File: config.mk
export PLATFORM = sky130hd
export DESIGN_NAME = bus_grant_bridge
export DESIGN_NICKNAME = d
export VERILOG_FILES = /design/src/rtl/bus_grant_pkg.sv /design/src/rtl/bgb_sync.sv /design/src/rtl/bgb_cycle_tracker.sv /design/src/rtl/bgb_grant_fsm.sv /design/src/rtl/bus_grant_bridge.sv
export SDC_FILE = /design/constraint.sdc
export NUM_CORES = 1
export LEC_CHECK = 0
export ABC_AREA = 1
export BUFFER_PORTS_ARGS = -buffer_cell sky130_fd_sc_hd__clkbuf_2
export CAP_MARGIN = 15
export CORE_AREA = 8 8 45 47
export DETAILED_ROUTE_END_ITERATION = 7
export DIE_AREA = 0 0 53 55
export SLEW_MARGIN = 5
export SYNTH_ARGS = -nofsm -noshare
export SYNTH_HDL_FRONTEND = slang
export SYNTH_SLANG_ARGS = --single-unit
File: constraint.sdc
create_clock -name clk -period 1.7 [get_ports clk]
set_input_delay 0.17 -clock clk [delete_from_list [all_inputs] [get_ports clk]]
set_output_delay 0.17 -clock clk [all_outputs]
set_load 0.01 [all_outputs]
File: src/rtl/bus_grant_pkg.sv
package bus_grant_pkg;
   typedef enum logic [2:0] {
      ST_IDLE    = 3'd0,
      ST_WAIT    = 3'd1,
      ST_TAKE    = 3'd2,
      ST_GRANTED = 3'd3,
      ST_RELEASE = 3'd4
   } grant_state_t;
endpackage

File: src/rtl/bgb_sync.sv
module bgb_sync #(
   parameter int STAGES = 2
) (
   input  logic clk,
   input  logic rst_n,
   input  logic d,
   output logic q
);
   logic [STAGES-1:0] chain_q;

   generate
      if (STAGES < 2) begin : g_bad
         $error("bgb_sync: STAGES must be at least 2");
      end
   endgenerate

   genvar gi;
   generate
      for (gi = 0; gi < STAGES; gi++) begin : g_stage
         if (gi == 0) begin : g_first
            always_ff @(posedge clk or negedge rst_n) begin
               if (!rst_n) chain_q[0] <= 1'b0;
               else        chain_q[0] <= d;
            end
         end else begin : g_next
            always_ff @(posedge clk or negedge rst_n) begin
               if (!rst_n) chain_q[gi] <= 1'b0;
               else        chain_q[gi] <= chain_q[gi-1];
            end
         end
      end
   endgenerate

   assign q = chain_q[STAGES-1];
endmodule

File: src/rtl/bgb_cycle_tracker.sv
module bgb_cycle_tracker (
   input  logic clk,
   input  logic rst_n,
   input  logic ads_n,
   input  logic rds_n,
   input  logic wds_n,
   output logic in_cycle
);
   logic busy_q;
   logic seen_q;
   logic strobe_on;

   assign strobe_on = !rds_n || !wds_n;

   always_ff @(posedge clk or negedge rst_n) begin
      if (!rst_n) begin
         busy_q <= 1'b0;
         seen_q <= 1'b0;
      end else if (!ads_n) begin
         busy_q <= 1'b1;
         seen_q <= seen_q && busy_q;
      end else if (busy_q) begin
         if (strobe_on)   seen_q <= 1'b1;
         else if (seen_q) begin
            busy_q <= 1'b0;
            seen_q <= 1'b0;
         end
      end
   end

   assign in_cycle = !ads_n || busy_q;

   // an address strobe opens a tracked cycle
   a_r4_strobe_opens: assert property (@(posedge clk) disable iff (!rst_n)
      !ads_n |=> busy_q);

   // a cycle closes only once the data strobe has been seen and released
   a_r5_close_after_strobe: assert property (@(posedge clk) disable iff (!rst_n)
      $fell(busy_q) |-> $past(seen_q) && $past(!strobe_on));
endmodule

File: src/rtl/bgb_grant_fsm.sv
module bgb_grant_fsm
   import bus_grant_pkg::*;
#(
   parameter int RELEASE_GAP = 1
) (
   input  logic clk,
   input  logic rst_n,
   input  logic req_sync,
   input  logic in_cycle,
   output logic cpu_en,
   output logic bus_ack
);
   localparam int GAP_W = (RELEASE_GAP > 1) ? $clog2(RELEASE_GAP + 1) : 1;

   generate
      if (RELEASE_GAP < 1) begin : g_bad
         $error("bgb_grant_fsm: RELEASE_GAP must be at least 1");
      end
   endgenerate

   grant_state_t state_q, state_d;
   logic         gap_done;

   generate
      if (RELEASE_GAP == 1) begin : g_gap_one
         assign gap_done = 1'b1;
      end else begin : g_gap_cnt
         logic [GAP_W-1:0] gap_q;
         always_ff @(posedge clk or negedge rst_n) begin
            if (!rst_n)                        gap_q <= '0;
            else if (state_q != ST_RELEASE)    gap_q <= GAP_W'(RELEASE_GAP - 1);
            else if (gap_q != '0)              gap_q <= gap_q - 1'b1;
         end
         assign gap_done = (gap_q == '0);
      end
   endgenerate

   always_comb begin
      state_d = state_q;
      unique case (state_q)
         ST_IDLE:    if (req_sync) state_d = in_cycle ? ST_WAIT : ST_TAKE;
         ST_WAIT:    if (!req_sync)     state_d = ST_IDLE;
                     else if (!in_cycle) state_d = ST_TAKE;
         ST_TAKE:    state_d = req_sync ? ST_GRANTED : ST_IDLE;
         ST_GRANTED: if (!req_sync) state_d = ST_RELEASE;
         ST_RELEASE: if (gap_done)  state_d = ST_IDLE;
         default:    state_d = ST_IDLE;
      endcase
   end

   always_ff @(posedge clk or negedge rst_n) begin
      if (!rst_n) state_q <= ST_IDLE;
      else        state_q <= state_d;
   end

   assign cpu_en  = (state_q == ST_IDLE) || (state_q == ST_WAIT);
   assign bus_ack = (state_q == ST_GRANTED);

   // the CPU enable is never withdrawn while a cycle is open
   a_r10_no_abort: assert property (@(posedge clk) disable iff (!rst_n)
      $fell(cpu_en) |-> $past(!in_cycle));

   // a withdrawn waiting request returns to idle
   a_r8_withdraw: assert property (@(posedge clk) disable iff (!rst_n)
      (state_q == ST_WAIT && !req_sync) |=> (state_q == ST_IDLE));
endmodule

File: src/rtl/bus_grant_bridge.sv
module bus_grant_bridge #(
   parameter int SYNC_STAGES = 2,
   parameter int RELEASE_GAP = 1
) (
   input  logic clk,
   input  logic rst_n,
   input  logic bus_req,
   input  logic ads_n,
   input  logic rds_n,
   input  logic wds_n,
   output logic cpu_en,
   output logic bus_ack
);
   logic req_sync;
   logic in_cycle;

   bgb_sync #(.STAGES(SYNC_STAGES)) u_sync (
      .clk   (clk),
      .rst_n (rst_n),
      .d     (bus_req),
      .q     (req_sync)
   );

   bgb_cycle_tracker u_track (
      .clk      (clk),
      .rst_n    (rst_n),
      .ads_n    (ads_n),
      .rds_n    (rds_n),
      .wds_n    (wds_n),
      .in_cycle (in_cycle)
   );

   bgb_grant_fsm #(.RELEASE_GAP(RELEASE_GAP)) u_fsm (
      .clk      (clk),
      .rst_n    (rst_n),
      .req_sync (req_sync),
      .in_cycle (in_cycle),
      .cpu_en   (cpu_en),
      .bus_ack  (bus_ack)
   );

   // acknowledge rises only after the CPU has already been disabled
   a_r6_ack_after_take: assert property (@(posedge clk) disable iff (!rst_n)
      $rose(bus_ack) |-> $past(!cpu_en) && !cpu_en);

   // the CPU enable returns only after acknowledge has dropped
   a_r7_ack_before_enable: assert property (@(posedge clk) disable iff (!rst_n)
      $rose(cpu_en) |-> $past(!bus_ack) && !bus_ack);
endmodule

==> results.yml <==
setup_path:
  worstPathCellList: "inv_1, nand3_2, inv_1, clkbuf_2"
  r2r_slack_ns: 0.64
  cp_max_fo: 4
  cp.arrival_ns: 1.13
  r2r_cells: 6
  cp.buffers_inverters: 3
  critical-path-top-delay-family: "flip-flops"
  crit_type: "register to output port"
  crit_slowest_cell: "dfrtp_1"
  path_common_cell: "inv_1"
  r2r_start: "u_fsm.state_q[1]$_DFFE_PN0P_"
  crit_path_max_incr_delay_ns: 0.40
  r2r_end: "u_fsm.state_q[0]$_DFFE_PN0P_"
  start_kind: "register"
  end_kind: "output port"
  cp.required_ns: 1.53
yosys:
  yosysMostFrequentCell: "nand2_1"
  synthFlopType: "dfrtp_1"
  syn-num-nets: 53
  synth_area_um2: 373
  synth.top_cells.by_count: "11 x nand2_1, 8 x inv_1, 7 x dfrtp_1"
  synth_top_area_share: 0.470
  synth_area_leaders: "dfrtp_1 47%, nand2_1 11%, inv_1 8.1%, nand3_1 6.7%, nand3_2 5.4%"
  async_reset_ff_frac: 1.00
  avgSynthCellArea_um2: 7.93
  yosysUniqueCellTypes: 14
  yosysTopAreaCell: "dfrtp_1"
  synth-seq-cells: 7
  ys.warnings.count: 0
  ys_seq_area_frac: 0.470
  synth_edf_count: 0
  synthCells: 47
die:
  die-width_um: 53
  dieArea_mm2: 0.00292
  die_h_um: 55
  core_mm2: 0.00138
  rows: 14
  start_util: 0.269
  top_level_ports: 8
run:
  cap_violations: 0
power:
  cellPowerDensity_mw_per_mm2: 1410
  leakage_uw: 0.000267
  vdd_drop_max_mv: 0.549
global_routing:
  met3_usage: 0.0107
  grt_pass1_wl_mm: 1.14
  track_usage: 0.0533
  grt_pass1_vias: 300
  busiest_layer: "met2"
  grt_overflow_total: 0
  grt_max_degree: 8
  grt.met1_usage: 0.0616
  antenna_found_initial: 0
  grt_util_met2: 0.0801
sta:
  final.setup.tns_ns: 0
  slew_headroom: 0.873
  hold_violations: 0
  timing.final.ws_setup_ns: 0.404
  fmax_mhz: 772
  worstMarginPinSlew_ns: 0.191
  setup_violations: 0
  finalCritPeriodShare: 0.762
  finClkSkew_ns: 0.00180
  slew_violations: 0
  final.min_clock_period_ns: 1.30
  rsz0062_at_grt: "no"
worst_hold_path:
  min_from: "bus_req"
  hp-class: "input port to register"
  hold_end: "u_sync.chain_q[0]$_DFF_PN0_"
  holdPathStages: 1
placed_design:
  port_buffers: 7
  place_ws_ns: 0.661
  dp_hpwl_um: 566
  gp_congestion: 0.799
finish:
  drive_above_1_share: 0.305
  area_growth_syn_to_layout_pct: 24.5
  antenna_cells: 0
  fillers: 144
  nets: 66
routing:
  routed_wl_um: 663
  vias_per_cell: 4.07
  route.detailed.wl_per_inst_um: 8.84
  ant_nets: 0
  vias: 305
  dr.pass1.iters: 3
  drc: 0
  drt_iter0_drc: 4
clocking:
  cts_root_buffer: "clkbuf_4"
  ctsHtreeMaxLevel: 1
  cts_setup_buffers: 0
  insertion_delay_ns: 0.24
  tritoncts: "built"
  cts-buffers-inserted: 3
  clk_pin_slew_ns: 0.05
  clockBufferDepth: 2
  cts_sinks: 7
status:
  status: "complete, no violations"
## layout by cell type (no fill, tap or decap), drive strengths merged
master	n
clkbuf	11
dfrtp	7
dlygate4sd3	1
inv	9
nand2	12
nand3	7
nor2	7
o211ai	1
o21a	1
o21ai	2
o21bai	1
## layout make-up
type | count | area [um2] | share of cell area
flip-flops and latches | 7 | 175 | 0.377
multi-input cells | 31 | 164 | 0.353
repair buffers | 8 | 45.0 | 0.0970
inverters | 9 | 33.8 | 0.0728
clock buffers | 4 | 26.3 | 0.0566
well taps | 16 | 20.0 | 0.0431
## worst max-delay path by stage
stage	end	depth (start not counted)	slack [ns]	start
3_3_place_gp	bus_ack	4	0.66	u_fsm.state_q[2]$_DFFE_PN0P_
5_1_grt	bus_ack	4	0.33	u_fsm.state_q[2]$_DFFE_PN0P_
6_report	bus_ack	4	0.40	u_fsm.state_q[2]$_DFFE_PN0P_
3_5_place_dp	u_fsm.state_q[0]$_DFFE_PN0P_	6	0.66	u_fsm.state_q[1]$_DFFE_PN0P_
4_1_cts	bus_ack	4	0.39	u_fsm.state_q[2]$_DFFE_PN0P_
2_1_floorplan	u_fsm.state_q[1]$_DFFE_PN0P_	4	0.68	u_fsm.state_q[1]$_DFFE_PN0P_
## metal layers
layer	share of wire	vias to the layer above	wire, um
met5	0	-	0
met4	0	0	0
met3	0.039	0	26
met2	0.46	4	307
met1	0.50	132	329
li1	-	169	-
## flip-flops by register name, indices dropped and copies added, names as in the netlist
name,flops
u_track.seen_q,1
u_sync.chain_q,1
u_track.busy_q,1
u_fsm.state_q,3
u_sync.q,1
## per-stage QoR
step                      area (um2)  instances  utilization  power [uW]  hold slack, ns
after floorplan                  373         47            -         441          -0.126
after global placement           428         70        0.309         507          0.0111
after detailed placement         428         70        0.309         513          0.0128
after CTS                        464         75        0.335         664          0.0226
after global routing             464         75        0.335         715          0.0150
final                            464         75        0.335         653          0.0351
## cells by family after synthesis
family	Yosys count	share of synthesized area
flip-flops	7	0.470
buffers and inverters	9	0.0906
AND/OR/NAND/NOR	26	0.332
AO/OA/AOI/OAI	5	0.107
## worst reg2reg max path, delay by kind of cell (launching register included)
kind	cells	cell delay, ns
AND/OR/NAND/NOR	6	0.51
flip-flops	1	0.43
## repair_timing
action	4_1_cts	5_1_grt
setup endpoints to repair	0	0
endpoints found under the hold margin	7	0
hold buffers	1	0
gates resized for setup	0	0
## report_power, final
group,total (uW),switching [uW],internal [uW]
registers,247,43.8,203
logic,265,161,104
clock network,141,52.1,89.0
total,653,256,396
No activity file was read; power rests on OpenSTA's default activity.
